## config.mk

```make
export PLATFORM = sky130hd
export DESIGN_NAME = irq_concentrator
export DESIGN_NICKNAME = d
export VERILOG_FILES = /design/src/rtl/irqc_pkg.sv /design/src/rtl/irqc_decode.sv /design/src/rtl/irqc_pending.sv /design/src/rtl/irqc_mask_bank.sv /design/src/rtl/irqc_line_eval.sv /design/src/rtl/irq_concentrator.sv
export SDC_FILE = /design/constraint.sdc
export NUM_CORES = 1
export LEC_CHECK = 0
export ABC_AREA = 1
export CAP_MARGIN = 20
export CORE_MARGIN = 3
export CORE_UTILIZATION = 45
export DETAILED_ROUTE_END_ITERATION = 6
export DONT_BUFFER_PORTS = 1
export PLACE_DENSITY = 0.58
export RECOVER_POWER = 100
export SYNTH_ARGS = -nofsm -noshare
export SYNTH_HDL_FRONTEND = slang
export SYNTH_HIERARCHICAL = 1
export SYNTH_SLANG_ARGS = --single-unit
```

## constraint.sdc

```tcl
create_clock -name clk -period 10.85 [get_ports clk]
set_clock_uncertainty 0.05 [all_clocks]
set_input_delay 0 -clock clk [delete_from_list [all_inputs] [get_ports clk]]
set_output_delay 0 -clock clk [all_outputs]
set_load 0.02 [all_outputs]
```

## src/rtl/irqc_pkg.sv

```systemverilog
package irqc_pkg;
  // Fields of a decoded register-port offset.
  typedef struct packed {
    logic       hit;     // offset maps to a stored word
    logic [1:0] region;  // 0: pending, 1..3: enable bank of line region-1
    logic [1:0] idx;     // word index inside the region
  } irqc_dec_t;

  localparam logic [1:0] REGION_PEND = 2'd0;
endpackage

```

## src/rtl/irqc_decode.sv

```systemverilog
module irqc_decode
  import irqc_pkg::*;
#(
  parameter int ADDR_W  = 8,
  parameter int N_WORDS = 3
) (
  input  logic [ADDR_W-1:0] addr,
  output irqc_dec_t         dec
);
  logic upper_zero;
  logic aligned;
  logic idx_ok;

  always_comb begin
    upper_zero = ((addr >> 6) == '0);
    aligned    = (addr[1:0] == 2'b00);
    idx_ok     = (32'(addr[3:2]) < N_WORDS);
    dec.hit    = upper_zero && aligned && idx_ok;
    dec.region = addr[5:4];
    dec.idx    = idx_ok ? addr[3:2] : 2'd0;
  end
endmodule

```

## src/rtl/irqc_pending.sv

```systemverilog
module irqc_pending #(
  parameter int WORD_W  = 32,
  parameter int N_WORDS = 3,
  localparam int TOT    = WORD_W * N_WORDS
) (
  input  logic              clk,
  input  logic              rst_n,
  input  logic              sw_wr,
  input  logic [1:0]        sw_idx,
  input  logic              sw_set_mode,
  input  logic [WORD_W-1:0] sw_data,
  input  logic [TOT-1:0]    evt,
  output logic [TOT-1:0]    pend_flat
);
  for (genvar w = 0; w < N_WORDS; w++) begin : g_word
    logic [WORD_W-1:0] word_q;
    logic [WORD_W-1:0] word_d;
    logic [WORD_W-1:0] clr_bits;
    logic [WORD_W-1:0] set_bits;
    logic [WORD_W-1:0] evt_bits;
    logic              sel;
    logic              en;

    always_comb begin
      sel      = sw_wr && (sw_idx == 2'(w));
      clr_bits = (sel && !sw_set_mode) ? sw_data : '0;
      set_bits = (sel &&  sw_set_mode) ? sw_data : '0;
      evt_bits = evt[w*WORD_W +: WORD_W];
      word_d   = (word_q & ~clr_bits) | set_bits | evt_bits;
      en       = sel || (|evt_bits);
    end

    always_ff @(posedge clk or negedge rst_n) begin
      if (!rst_n)  word_q <= '0;
      else if (en) word_q <= word_d;
    end

    assign pend_flat[w*WORD_W +: WORD_W] = word_q;
  end
endmodule

```

## src/rtl/irqc_mask_bank.sv

```systemverilog
module irqc_mask_bank #(
  parameter int WORD_W  = 32,
  parameter int N_WORDS = 3,
  localparam int TOT    = WORD_W * N_WORDS
) (
  input  logic              clk,
  input  logic              rst_n,
  input  logic              wr,
  input  logic [1:0]        idx,
  input  logic [WORD_W-1:0] data,
  output logic [TOT-1:0]    mask_flat
);
  for (genvar w = 0; w < N_WORDS; w++) begin : g_word
    logic [WORD_W-1:0] word_q;
    logic              en;

    always_comb en = wr && (idx == 2'(w));

    always_ff @(posedge clk or negedge rst_n) begin
      if (!rst_n)  word_q <= '0;
      else if (en) word_q <= data;
    end

    assign mask_flat[w*WORD_W +: WORD_W] = word_q;
  end
endmodule

```

## src/rtl/irqc_line_eval.sv

```systemverilog
module irqc_line_eval #(
  parameter int TOT    = 96,
  parameter int N_OUTS = 3
) (
  input  logic                        clk,
  input  logic                        rst_n,
  input  logic [TOT-1:0]              pend_flat,
  input  logic [N_OUTS-1:0][TOT-1:0]  mask_flat,
  output logic [N_OUTS-1:0]           line_q
);
  logic [N_OUTS-1:0] line_d;

  always_comb begin
    for (int o = 0; o < N_OUTS; o++) begin
      line_d[o] = |(pend_flat & mask_flat[o]);
    end
  end

  always_ff @(posedge clk or negedge rst_n) begin
    if (!rst_n) line_q <= '0;
    else        line_q <= line_d;
  end
endmodule

```

## src/rtl/irq_concentrator.sv

```systemverilog
module irq_concentrator
  import irqc_pkg::*;
#(
  parameter int WORD_W  = 32,
  parameter int N_WORDS = 3,
  parameter int N_OUTS  = 3,
  parameter int ADDR_W  = 8,
  localparam int TOT    = WORD_W * N_WORDS
) (
  input  logic              clk,
  input  logic              rst_n,
  input  logic              bus_we,
  input  logic [ADDR_W-1:0] bus_addr,
  input  logic [WORD_W:0]   bus_wdata,
  output logic [WORD_W-1:0] bus_rdata,
  input  logic [TOT-1:0]    evt_in,
  output logic [N_OUTS-1:0] irq_out
);
  // Asynchronous assertion, synchronous release.
  logic rst_meta_q;
  logic rst_sync_n;

  always_ff @(posedge clk or negedge rst_n) begin
    if (!rst_n) begin
      rst_meta_q <= 1'b0;
      rst_sync_n <= 1'b0;
    end else begin
      rst_meta_q <= 1'b1;
      rst_sync_n <= rst_meta_q;
    end
  end

  irqc_dec_t dec;

  irqc_decode #(.ADDR_W(ADDR_W), .N_WORDS(N_WORDS)) u_decode (
    .addr (bus_addr),
    .dec  (dec)
  );

  logic              pend_wr;
  logic [TOT-1:0]    pend_flat;

  always_comb pend_wr = bus_we && dec.hit && (dec.region == REGION_PEND);

  irqc_pending #(.WORD_W(WORD_W), .N_WORDS(N_WORDS)) u_pending (
    .clk         (clk),
    .rst_n       (rst_sync_n),
    .sw_wr       (pend_wr),
    .sw_idx      (dec.idx),
    .sw_set_mode (bus_wdata[WORD_W]),
    .sw_data     (bus_wdata[WORD_W-1:0]),
    .evt         (evt_in),
    .pend_flat   (pend_flat)
  );

  logic [N_OUTS-1:0][TOT-1:0] mask_flat;

  for (genvar o = 0; o < N_OUTS; o++) begin : g_bank
    logic bank_wr;
    always_comb bank_wr = bus_we && dec.hit && (dec.region == 2'(o + 1));

    irqc_mask_bank #(.WORD_W(WORD_W), .N_WORDS(N_WORDS)) u_bank (
      .clk       (clk),
      .rst_n     (rst_sync_n),
      .wr        (bank_wr),
      .idx       (dec.idx),
      .data      (bus_wdata[WORD_W-1:0]),
      .mask_flat (mask_flat[o])
    );
  end

  irqc_line_eval #(.TOT(TOT), .N_OUTS(N_OUTS)) u_eval (
    .clk       (clk),
    .rst_n     (rst_sync_n),
    .pend_flat (pend_flat),
    .mask_flat (mask_flat),
    .line_q    (irq_out)
  );

  // Read path: side-effect free, zero for unmapped offsets.
  always_comb begin
    bus_rdata = '0;
    if (dec.hit) begin
      if (dec.region == REGION_PEND) begin
        bus_rdata = pend_flat[32'(dec.idx)*WORD_W +: WORD_W];
      end else if (32'(dec.region) <= N_OUTS) begin
        bus_rdata = mask_flat[2'(dec.region - 2'd1)][32'(dec.idx)*WORD_W +: WORD_W];
      end
    end
  end
endmodule

```

==> run metrics, run 1 <==
Top FF cell, synth dfrtp_1; Avg Synthesized Cell Area 6.87 um2; pin slew with the least headroom to its limit 4.45 ns; number of port buffers 0; maximum count of clock buffers along a single path 3; CP Class in -> reg; crit-path cells inv_1, buf_4, ha_4, clkinvlp_2, nor2_4, clkbuf_1, nand4_1, buf_4, nor2_1, nor2_1, dlygate4sd3_1, nand2_1, dlygate4sd3_1; total number of vias 25400; count of antenna-violating nets left after detailed routing 0; via count of the first global-routing pass 24600; number of clock buffers inserted by TritonCTS 46; worst setup slack for register-to-register paths 4.21 ns; count of TritonRoute iterations in the first routing pass 6; class of the most critical hold timing path in -> reg; global-route wire length before repair 155 mm; Placement Rows 83; total overflow reported by the global router 0; Die W 237 um; CTS-repair resized insts 0; run status complete, but fails checks; Syn. warnings 6; number of synthesized flops with an enable pin 0; failing checks capacitance limit, slew limit; Die ar. 56100 um2; Setup Fix Bufs, Post-CTS 0; worst ir drop on vdd 115 uV; netlist area before placement 24000 um2; crit path DAT 8.29 ns; placeable core region 52000 um2; delay of the slowest critical-path stage 2.05 ns; headroom to the max-slew limit -197%; required time at the worst-slack endpoint 11.33 ns; Power per Cell Area 134 nW/um2; number of DRC markers after the initial detailed-route iteration 2827; pin count of the biggest net entering global routing 166; startpoint kind of the worst setup timing path input port; Hold Path Cell Cnt 4; number of H-tree levels 2; count of distinct cell types in the synthesized netlist 28; post-route setup TNS 0 ns; time the final worst path needs with I/O delays and setup 7.81 ns; clock tree from TritonCTS yes; Setup-failing EPs final 0; Worst Path Max Fanout 68; dpl hpwl 61.3 mm; Worst Hold Path EP u_pending/g_word[1].word_q[7]; routed vias/inst 5.85; cell depth of the worst flop-to-flop path 1; Static Leak 14.1 nW; initial core utilization 46.1%; Final Net Count 3766; total wire length after detailed routing 103 mm; post-route DRC violation count 0; Area contributors post-synth dfrtp_1 (41%), nand2_1 (24%), nand4_1 (8.0%); most common cell in the netlist nand2_1; synthesis-stage register bit count 389; unrepaired setup endpoints after global routing false; DR WL/cell 23.8 um; Post-Syn Nets 3631; number of top-level design ports 175; Syn-to-layout area delta 15.9%; reg-to-reg critical path endpoint g_bank[2].u_bank/g_word[0].word_q[28]; async set or reset register ratio after synthesis 100%; later-pin clock latency in the skew report 0.59 ns; antenna violations before repair 7; gate count after technology mapping 3487; final period utilization 72.0%; layout cells sized above 1 4.26%; ranking of synthesized cells by instance count nand2_1 (1520), dfrtp_1 (389), nor2_1 (312); overall fraction of global-route tracks in use 36.1%; clock-pin transition on the worst setup and hold timing paths 0.06 ns; hold path startpoint bus_wdata[7]; number of cells on the critical path 13; hold violation count in the final report 0; post-layout power 0.00372 W; startpoint of the worst-slack reg-to-reg timing path rst_sync_n; dominant delay contributor by cell family on the critical path buffers and inverters; last weighted congestion value of the routability-driven placer 0.914; Clk Tree Root Cell clkbuf_16; Critical path buffers and inverters 7; post-synthesis sequential area ratio 40.6%; endpoint kind of the worst setup timing path register; portion of synthesized cell area occupied by the leading cell type 40.6%; die outline height 237 um; max-slew violation count 684; Achievable Freq 0.128 GHz; dominant cell type by area after synthesis dfrtp_1; number of violations of the max-capacitance limit 16; total number of clock tree sinks 389; quantity of hold-fixing buffers added after cts 292; slowest CP cell clkbuf_1
layout by cell type, fill, tap and decap left out, types with 3 or more instances in the layout:
master,instances
o21ai_0,100
clkbuf_16,47
dlygate4sd3_1,292
ha_1,3
inv_1,239
nor2_4,10
nand2_1,1523
a21oi_1,65
dfrtp_1,389
clkinv_2,11
clkbuf_1,16
or2_2,32
o211ai_1,64
o21ai_1,26
inv_4,3
nand3_1,170
buf_4,18
nand4_1,309
diode_2,13
inv_2,6
clkbuf_8,11
nor2_1,306
nor2_8,4
cell type report:
class,instances,area [um2]
fillers,5159,24200
multi-input cells,2617,11600
flip-flops and latches,389,9730
repair buffers,319,3170
clock buffers,70,1370
inverters,249,943
well taps,680,851
clock inverters,15,109
diodes,13,32.5
power by group:
group	leakage [nW]	total (W)	internal, W	switching (W)
clock	0.734	0.00156	0.000895	0.000664
sequential	4.87	0.00155	0.00150	0.0000479
combinational	8.51	0.000614	0.000191	0.000423
total	14.1	0.00372	0.00259	0.00114
how the worst max path moves through the flow:
| stage | startpoint | end | slack, ns |
|---|---|---|---|
| 3_5_place_dp | bus_addr[4] | u_pending/g_word[1].word_q[31] | 6.91 |
| 4_1_cts | bus_addr[2] | u_pending/g_word[1].word_q[5] | 6.28 |
| 3_3_place_gp | bus_addr[4] | u_pending/g_word[2].word_q[15] | 6.95 |
| 6_report | bus_addr[4] | u_pending/g_word[1].word_q[12] | 3.04 |
| 2_1_floorplan | rst_sync_n | g_bank[0].u_bank/g_word[0].word_q[0] | 4.45 |
| 5_1_grt | bus_addr[2] | g_bank[0].u_bank/g_word[1].word_q[7] | 3.05 |
cells by family (layout without fill, tap and decap cells):
family,Yosys count,count (layout),share of synthesized area (%)
compound gates,257,257,6.50
fa+ha+maj,4,4,0.209
buf+inv,481,653,10.5
flops,389,389,40.6
other cells,1,14,0.0156
simple gates,2355,2355,42.2
sequential cells by signal, summed over array words and instances, names as in the netlist:
signal and count:
u_pending/g_word.word_q 96, u_eval/line_q 3, g_bank.u_bank/g_word.word_q 288, rst_meta_q 1, rst_sync_n 1
per-stage QoR:
| step | setup slack (ns) | hold WS, ns | area (um2) | util, % | std cells |
|---|---|---|---|---|---|
| after floorplan | 4.45 | -0.346 | 24000 | - | 3487 |
| after global placement | 6.95 | -0.346 | 23500 | 45.2 | 3959 |
| after detailed placement | 6.91 | -0.346 | 23500 | 45.2 | 3960 |
| after CTS | 6.28 | 0.0676 | 27900 | 53.7 | 4337 |
| after global routing | 3.05 | 0.0835 | 27800 | 53.4 | 4347 |
| final | 3.04 | 0.0980 | 27800 | 53.4 | 4352 |
layer usage:
layer,up-vias,track usage [%],routed length (um)
met1,12200,45.7,39400
li1,11500,-,-
met2,1390,56.1,46900
met5,-,0,0
met4,0,26.1,8480
met3,351,5.77,8700
(Power assumes the default switching activity.)
==> run 2, diff against run 1 <==
--- a/config.mk
+++ b/config.mk
@@ -11,7 +11,7 @@
 export CORE_UTILIZATION = 45
 export DETAILED_ROUTE_END_ITERATION = 6
 export DONT_BUFFER_PORTS = 1
-export PLACE_DENSITY = 0.58
+export PLACE_DENSITY = 0.56
 export RECOVER_POWER = 100
 export SYNTH_ARGS = -nofsm -noshare
 export SYNTH_HDL_FRONTEND = slang
==> constraint.sdc (replaced) <==
create_clock -name clk -period 7.6 [get_ports clk]
set_clock_uncertainty 0.05 [all_clocks]
set_input_delay 0 -clock clk [delete_from_list [all_inputs] [get_ports clk]]
set_output_delay 0 -clock clk [all_outputs]
set_load 0.02 [all_outputs]
==> run 2 against run 1 <==
  * The flow still finishes with violations (capacitance limit, slew limit)
  * Power grew 47%
  * First-iteration DRC count rose by 9.8%
  * Largest cell class unchanged
  * Critical endpoint is now u_pending/g_word[2].word_q[20]
  * Utilization rose by 0.53 points
  * Setup slack got worse by 1.1 ns
  * Routed wire length up 2.3%
  * Flip-flop and latch count unchanged
  * Clock-buffer cell count did not move
  * Critical path type unchanged
  * Sequential share of layout area shrank 0.35 points
==> run metrics, run 2 (synthesis gave the netlist of run 1 again) <==
internal power summed over all cells 0.00383 W (+48%); final period utilization 75.0%; class of the most critical hold timing path in -> reg; total overflow reported by the global router 0 (unchanged); later-pin clock latency in the skew report 0.60 ns (about the same); placeable core region 52000 um2 (unchanged); required time at the worst-slack endpoint 8.07 ns (-3.26 ns); pin count of the biggest net entering global routing 141 (-15%); total wire length after detailed routing 106 mm (+2.3%); number of top-level design ports 175 (unchanged); total number of clock tree sinks 389 (unchanged); number of cells after detailed placement 3963 (+0.076%); largest registers g_bank.u_bank/g_word.word_q (288), u_pending/g_word.word_q (96), u_eval/line_q (3); Filler Cells Inserted 5127 (-0.62%); routed vias/inst 5.90 (+0.84%); worst setup slack for register-to-register paths 4.10 ns (-0.11 ns); Static Leak 14.2 nW (+0.96%); clock tree from TritonCTS yes; Placement Rows 83 (unchanged); number of H-tree levels 2 (unchanged); post-route setup TNS 0 ns (unchanged); post-layout instance count excluding filler cells 4354 (+0.046%); Clk Tree Root Cell clkbuf_16; crit path DAT 6.17 ns (-2.12 ns); time the final worst path needs with I/O delays and setup 5.70 ns; Reg power frac 40.4% (-1.2 points); most frequent standard cell in the layout excluding fill and tap cells nand2_1; post-route cell area 28100 um2 (+1.0%); total number of vias 25700 (+0.88%); Power per Cell Area 196 nW/um2 (+46%); overall fraction of global-route tracks in use 37.0% (+0.84 points); via count of the first global-routing pass 24700 (+0.57%); antenna violations before repair 7 (unchanged); post-layout power 0.00549 W (+47%); pin slew with the least headroom to its limit 3.29 ns (-1.16 ns); number of DRC markers after the initial detailed-route iteration 3103 (+9.8%); Die W 237 um (unchanged); failing checks capacitance limit, slew limit; combinational share of power 16.4% (about the same); Die ar. 56100 um2 (unchanged); CP Class in -> reg; sw power 0.00166 W (+46%); placed cell area 23600 um2 (+0.12%); crit-path cells dlygate4sd3_1, nor2_1, buf_4, nand4_1, nor2_1, nor2_1, dlygate4sd3_1, nand2_1, dlygate4sd3_1; count of antenna-violating nets left after detailed routing 0 (unchanged); global-route wire length before repair 158 mm (+2.0%); die outline height 237 um (unchanged); Achievable Freq 0.175 GHz; run status complete, but fails checks; Syn-to-layout area delta 17.1%; layout cells sized above 1 5.27% (+1.0 points); clock-pin transition on the worst setup and hold timing paths 0.06 ns (about the same); headroom to the max-slew limit -119% (+78 points); number of clock buffers inserted by TritonCTS 47 (+2.2%); number of violations of the max-capacitance limit 14 (-2); register bank with the most flops g_bank.u_bank/g_word.word_q; number of flip-flops in the largest register 288 (unchanged); delay of the slowest critical-path stage 1.51 ns (-0.54 ns); slowest CP cell nor2_1; dpl hpwl 62.4 mm (+1.8%); Setup-failing EPs final 0 (unchanged); Final Net Count 3772 (+0.16%); initial core utilization 46.1% (unchanged); Setup Fix Bufs, Post-CTS 0 (unchanged); highest-count cells in the layout ignoring fill and taps nand2_1 (1523), dfrtp_1 (389), nor2_1 (308), nand4_1 (308), dlygate4sd3_1 (294); startpoint kind of the worst setup timing path input port; proportion of total power due to net switching 30.2% (-0.27 points); Worst Path Max Fanout 54 (-21%); number of port buffers 0 (unchanged); max-slew violation count 481 (-30%); unrepaired setup endpoints after global routing false; count of TritonRoute iterations in the first routing pass 6 (unchanged); last weighted congestion value of the routability-driven placer 0.941 (+2.9%); maximum count of clock buffers along a single path 3 (unchanged); post-route DRC violation count 0 (unchanged); endpoint kind of the worst setup timing path register; DR WL/cell 24.3 um (+2.2%); worst ir drop on vdd 202 uV (+76%); hold violation count in the final report 0 (unchanged); fraction of power consumed by the clock network 43.2% (+1.3 points)
-- run 2: worst paths after layout --
check                            start                               endpoint  cells past startpoint
min                        bus_addr[2]  g_bank[1].u_bank/g_word[1].word_q[26]                      5
max reg2reg                 rst_sync_n  g_bank[1].u_bank/g_word[2].word_q[23]                      1
min reg2reg                 rst_meta_q                             rst_sync_n                      0
max                        bus_addr[2]         u_pending/g_word[2].word_q[20]                      9
max in group asynchronous   rst_sync_n  g_bank[1].u_bank/g_word[2].word_q[23]                      1
min in group asynchronous        rst_n                             rst_sync_n                      2
-- run 2: repair_timing --
action	4_1_cts	5_1_grt
gates resized for setup	0	0
hold buffers	294	0
endpoints found under the hold margin	386	0
-- run 2: critical path, delay by kind of cell --
kind                   cells  cell delay (ns)
and+or+nand+nor            5             3.67
buffers and inverters      4             2.43
-- run 2: power by group through the flow --
stage	combinational [W]	sequential (W)	clock, W
floorplan	0.000500	0.00225	0
global placement	0.000734	0.00225	0
detailed placement	0.000740	0.00225	0
CTS	0.000881	0.00221	0.00239
global route	0.000975	0.00223	0.00247
finish	0.000901	0.00222	0.00237
-- run 2: layer usage --
layer / vias up / share of wire, % / track usage (%)
li1: 11500 / - / -
met1: 12400 / 38 / 46.4
met2: 1440 / 45 / 57.7
met3: 363 / 8.2 / 5.84
met4: 0 / 8.5 / 27.3
met5: - / 0 / 0
-- run 2: final cells by class --
class                           instances  area, um2  area share, %
Antenna cell                            9       22.5         0.0803
Clock buffer                           70       1410           5.01
Clock inverter                         16        180          0.642
Inverter                              249        945           3.37
Multi-Input combinational cell       2617      11700           41.6
Sequential cell                       389       9730           34.7
Tap cell                              680        851           3.03
Timing Repair Buffer                  324       3240           11.6
-- run 2: through the flow --
stage	worst slack [ns]	utilization (%)	hold WS [ns]
floorplan	1.20	-	-0.346
global placement	4.29	45.3	-0.346
detailed placement	4.31	45.3	-0.346
CTS	3.68	54.0	0.0232
global route	1.72	53.9	0.0788
finish	1.90	53.9	0.0518
